--- src/rtl/aux_xact_seq.sv ---
module aux_xact_seq #(
  parameter int MAXB     = 20,
  parameter int DIV_N    = 3,
  parameter int DIV_W    = 8,
  parameter int TRIES    = 5,
  parameter int PROBES   = 3,
  parameter int CYC_1MS  = 200000,
  parameter int CYC_10MS = 2000000,
  parameter int CYC_RXW  = 90000,
  localparam int LW = $clog2(MAXB + 1) + 1,
  localparam int DW = 8 * MAXB
) (
  input  logic                   clk,
  input  logic                   rst_n,
  input  logic                   req_valid,
  output logic                   req_ready,
  input  logic [DW-1:0]          req_data,
  input  logic [LW-1:0]          req_send_len,
  input  logic [LW-1:0]          req_recv_cap,
  input  logic [DIV_N*DIV_W-1:0] div_list,
  input  logic                   ch_busy,
  input  logic                   ch_done,
  input  logic                   ch_tmo_err,
  input  logic                   ch_rx_err,
  input  logic [LW-1:0]          ch_rx_len,
  input  logic [DW-1:0]          ch_rx_data,
  output logic                   ch_start,
  output logic                   ch_clear,
  output logic [DIV_W-1:0]       ch_div,
  output logic [LW-1:0]          ch_len,
  output logic [DW-1:0]          ch_tx_data,
  output logic                   res_valid,
  input  logic                   res_ready,
  output logic signed [7:0]      res_code,
  output logic [DW-1:0]          res_data
);
  localparam int CW = $clog2(CYC_10MS + CYC_1MS + CYC_RXW + 1);
  localparam int IW = $clog2(DIV_N + 1);
  localparam int TW = $clog2(TRIES + PROBES + 1);
  localparam logic signed [7:0] E_BUSY  = -8'sd1;
  localparam logic signed [7:0] E_BIG   = -8'sd2;
  localparam logic signed [7:0] E_IO    = -8'sd3;
  localparam logic signed [7:0] E_TMO   = -8'sd4;

  typedef enum logic [3:0] {
    S_IDLE, S_PROBE, S_PWAIT, S_DIVSEL, S_START, S_WAIT,
    S_CLEAR, S_RXW, S_NEXT, S_FINAL, S_LEN, S_RES
  } st_t;

  st_t              st;
  logic [CW-1:0]    cnt;
  logic [TW-1:0]    tries;
  logic [IW-1:0]    idx;
  logic [LW-1:0]    s_len, cap, s_rlen, clamp;
  logic [DW-1:0]    tx, s_rdata, masked;
  logic             s_done, s_tmo, s_rx;
  logic [DIV_W-1:0] div_cur, div_pick;

  assign req_ready  = (st == S_IDLE);
  assign ch_start   = (st == S_START);
  assign ch_clear   = (st == S_CLEAR);
  assign res_valid  = (st == S_RES);
  assign ch_div     = div_cur;
  assign ch_len     = s_len;
  assign ch_tx_data = tx;
  assign clamp      = (s_rlen > cap) ? cap : s_rlen;

  always_comb begin
    div_pick = '0;
    for (int i = 0; i < DIV_N; i++)
      if (IW'(i) == idx) div_pick = div_list[i*DIV_W +: DIV_W];
  end

  for (genvar b = 0; b < MAXB; b++) begin : g_mask
    assign masked[8*b +: 8] = (LW'(b) < clamp) ? s_rdata[8*b +: 8] : 8'h00;
  end

  always_ff @(posedge clk) begin
    if (!rst_n) begin
      st <= S_IDLE; cnt <= '0; tries <= '0; idx <= '0;
      s_len <= '0; cap <= '0; tx <= '0; div_cur <= '0;
      s_done <= 1'b0; s_tmo <= 1'b0; s_rx <= 1'b0;
      s_rlen <= '0; s_rdata <= '0; res_code <= '0; res_data <= '0;
    end else begin
      case (st)
        S_IDLE: if (req_valid) begin
          tx <= req_data; s_len <= req_send_len; cap <= req_recv_cap;
          s_done <= 1'b0; s_tmo <= 1'b0; s_rx <= 1'b0;
          tries <= '0; cnt <= '0; st <= S_PROBE;
        end
        S_PROBE:
          if (!ch_busy) begin
            if (s_len > LW'(MAXB) || cap > LW'(MAXB)) begin
              res_code <= E_BIG; res_data <= '0; st <= S_RES;
            end else begin
              idx <= '0; st <= S_DIVSEL;
            end
          end else if (tries == TW'(PROBES - 1)) begin
            res_code <= E_BUSY; res_data <= '0; st <= S_RES;
          end else begin
            tries <= tries + TW'(1); cnt <= '0; st <= S_PWAIT;
          end
        S_PWAIT:
          if (cnt == CW'(CYC_1MS - 1)) st <= S_PROBE;
          else cnt <= cnt + CW'(1);
        S_DIVSEL:
          if (div_pick == '0) st <= S_FINAL;
          else begin
            div_cur <= div_pick; tries <= '0; st <= S_START;
          end
        S_START: begin
          cnt <= '0; st <= S_WAIT;
        end
        S_WAIT:
          if (!ch_busy || cnt == CW'(CYC_10MS - 1)) begin
            s_done <= ch_done; s_tmo <= ch_tmo_err; s_rx <= ch_rx_err;
            s_rlen <= ch_rx_len; s_rdata <= ch_rx_data;
            st <= S_CLEAR;
          end else cnt <= cnt + CW'(1);
        S_CLEAR:
          if (s_tmo) st <= S_NEXT;
          else if (s_rx) begin
            cnt <= '0; st <= S_RXW;
          end else if (s_done) st <= S_LEN;
          else st <= S_NEXT;
        S_RXW:
          if (cnt == CW'(CYC_RXW - 1)) st <= S_NEXT;
          else cnt <= cnt + CW'(1);
        S_NEXT:
          if (tries == TW'(TRIES - 1)) begin
            idx <= idx + IW'(1); st <= S_DIVSEL;
          end else begin
            tries <= tries + TW'(1); st <= S_START;
          end
        S_FINAL: begin
          res_data <= '0;
          if (!s_done) begin res_code <= E_BUSY; st <= S_RES; end
          else if (s_rx) begin res_code <= E_IO; st <= S_RES; end
          else if (s_tmo) begin res_code <= E_TMO; st <= S_RES; end
          else st <= S_LEN;
        end
        S_LEN: begin
          if (s_rlen == '0 || s_rlen > LW'(MAXB)) begin
            res_code <= E_BUSY; res_data <= '0;
          end else begin
            res_code <= 8'(clamp); res_data <= masked;
          end
          st <= S_RES;
        end
        S_RES: if (res_ready) st <= S_IDLE;
        default: st <= S_IDLE;
      endcase
    end
  end
endmodule

--- config.mk ---
export PLATFORM = sky130hd
export DESIGN_NAME = aux_xact_seq
export DESIGN_NICKNAME = d
export VERILOG_FILES = /design/src/rtl/aux_xact_seq.sv
export SDC_FILE = /design/constraint.sdc
export NUM_CORES = 1
export LEC_CHECK = 0
export BUFFER_PORTS_ARGS = -buffer_cell sky130_fd_sc_hd__buf_4
export CAP_MARGIN = 20
export CORE_AREA = 2 2 281 283
export DETAILED_ROUTE_END_ITERATION = 6
export DIE_AREA = 0 0 283 285
export GPL_TIMING_DRIVEN = 0
export PLACE_DENSITY = 0.51
export SYNTH_ARGS = -nofsm -noshare
export SYNTH_HDL_FRONTEND = slang
export SYNTH_SLANG_ARGS = --single-unit
--- constraint.sdc ---
create_clock -name clk -period 4 [get_ports clk]
set_clock_uncertainty 0.05 [all_clocks]
set_input_delay 1 -clock clk [delete_from_list [all_inputs] [get_ports clk]]
set_output_delay 1 -clock clk [all_outputs]
set_load 0.005 [all_outputs]
==> out/qor.csv <==
metric,value,unit
setup_viol,0,
drv_slew,0,
vias,19810,
synth_top_area_cell,dfxtp_1,
period_minus_slack,3610,ps
dieArea,80700,µm²
p_leak,11.7,nW
synth_area,20200,µm²
root_buffer,clkbuf_16,
rsz0062_at_grt,no,
min_path_type,flop to flop,
synth_warnings,0,
critical_path.top_delay_family,buffers and inverters,
reg2reg_slack,390,ps
cts_tree,done,
num_rows,103,
ys_seq_area_share,54.4,%
ys_async_sr_fraction,0,%
die_x,283,µm
tns,0,ps
synth.top_cells.by_area,"dfxtp_1 54%, nand2_1 13%, a21oi_1 10%",
place_area,26900,µm²
cts_buffers,61,
drcViolationCount,0,
critPathSlowestCell,nor2_1,
cts_sinks,548,
ctsResizeCount,0,
cp-startpoint,cap[5],
grt_pass1_wl,132000,µm
totalWireLength,91300,µm
fmax,0.277,GHz
initial_core_util,25.9,%
cp-endpoint,res_data[122],
cp-end-kind,flop,
worstRegToRegCells,11,
routed_via_density,4.66,
required,4530,ps
syn_inst,2360,
cp_num_cells,11,
hpwl,72000,µm
crit_buf_inv,4,
synth_cell_types,65,
synth.most_common_cell,nand2_1,
synth_top_cell_area_share,54.4,%
drt_iter0_drc,1104,
highest_layer,met5,
post-route-period-util,90.3,%
core-area,78000,µm²
wl_per_cell,21.5,µm
io_buffers,713,
cts_max_level,2,
worstPathArrival,4150,ps
hold_buffers,0,
design_area,29000,µm²
clk_pin_slew,60,ps
ant_nets,0,
ys_seq_elements,548,
dr.pass1.iters,5,
die_h,285,µm
path_cells,"clkbuf_1, inv_1, ha_1, nand4_1, a21oi_1, o31a_1, buf_2, buf_2, o31ai_1, nor2_1, a22o_1",
drive_gt1_share,27.3,%
synth_edf_count,0,
clock_latency,640,ps
timing_worst_slew_pin_value,1020,ps
grt_usage,21.7,%
synthToLayoutAreaGrowth,43.7,%
r2r_end,res_data[122],
post_cts_buffers,0,
r2r_start,cap[5],
cp_max_fo,10,
critical_path.startpoint_type,flop,
grt_max_degree,18,
dr_wl_met2,46200,µm
ir_drop,322,µV
met3_length,6790,µm
globalplace.congestion,0.875,
maxSlewHeadroom,32.3,%
cp_common_cell,buf_2,
ys.flop_type,dfxtp_1,
synth_common_cells,"713 x nand2_1, 548 x dfxtp_1, 407 x a21oi_1",
nets,3524,
first_global_vias,19286,
wl_met1,35300,µm
outcome,completed,
clockBufferDepth,3,
ios,716,
grt_overflow_total,0,
hold_viol,0,
synth_fp_nets,2743,
cpPeakStageDelay,800,ps
grt_antenna_before_repair,29,
powerDensity,536,nW/µm²
syn_area_per_cell,8.55,µm²
crit_type,flop to flop,
max_cap_violations,0,
==> per-stage QoR <==
step / total power (W) / std cells / hold WS, ps / utilization (%) / worst slack (ps)
floorplan: 0.00796 / 2360 / 386 / - / 1100
global placement: 0.00988 / 4123 / 392 / 34.4 / -96.1
detailed placement: 0.00987 / 4128 / 396 / 34.5 / -97.1
CTS: 0.0158 / 4241 / 395 / 37.2 / 0.613
global route: 0.0163 / 4250 / 411 / 37.2 / 85.0
finish: 0.0156 / 4251 / 403 / 37.2 / 386
==> cells by family after synthesis <==
logic type               Yosys count  share of synthesized area, %
multiplexers                      25                          1.29
XOR/XNOR                           2                        0.0868
buffers and inverters            187                          3.82
flip-flops                       548                          54.4
adder cells (fa/ha/maj)           13                         0.806
AO/OA/AOI/OAI                    655                          20.2
AND/OR/NAND/NOR                  930                          19.4
==> layout make-up <==
cell class,count,area (µm²)
Fill cell,8243,49000
Inverter,18,67.6
Clock inverter,25,328
Sequential cell,548,11000
Tap cell,1050,1310
Clock buffer,88,1750
Timing Repair Buffer,719,5410
Buffer,168,699
Antenna cell,10,25.0
Multi-Input combinational cell,1625,8440
==> placed cells by master (no fill, tap or decap), types with 16 or more instances in the layout <==
cell type	count
a21oi_1	406
a22o_1	145
a32oi_1	16
buf_4	730
clkbuf_1	153
clkbuf_16	61
dfxtp_1	548
inv_1	17
mux2i_1	17
nand2_1	713
nand3_1	20
nor2_1	63
o21ai_0	29
==> power breakdown <==
| group | leakage, nW | internal [W] | switching [W] |
|---|---|---|---|
| sequential | 4.44 | 0.00590 | 0.000296 |
| combinational | 6.27 | 0.00135 | 0.00217 |
| clock | 1.02 | 0.00342 | 0.00241 |
==> worst min path at each step <==
stage                     start           end  slack, ps  depth (start not counted)
detailed placement  s_rdata[13]   s_rdata[13]        400                          2
global placement    s_rdata[43]   s_rdata[43]        390                          2
finish              s_rdata[79]   s_rdata[79]        400                          2
floorplan            s_rdata[0]    s_rdata[0]        390                          2
global route        s_rdata[93]  res_data[93]        410                          1
CTS                 s_rdata[66]  res_data[66]        400                          1
==> layer usage <==
layer	up-vias	GRT usage [%]
met5	-	0
li1	9690	-
met2	625	39.2
met4	12	7.38
met3	146	6.66
met1	9337	24.2
==> registers in the layout (all words and copies together) (netlist names), 6 cells and up <==
name	cells
s_rlen	6
ch_len	6
cnt	22
ch_div	8
res_code	7
ch_tx_data	160
cap	6
res_data	160
s_rdata	160
==> worst reg2reg max path: stages (launching register included) <==
cell and delay, ps:
dfxtp_1 300, clkbuf_1 510, inv_1 110, ha_1 340
nand4_1 120, a21oi_1 210, o31a_1 180, buf_2 240
buf_2 310, o31ai_1 180, nor2_1 800, a22o_1 250
Note: power is estimated with default switching activity, not from simulation.
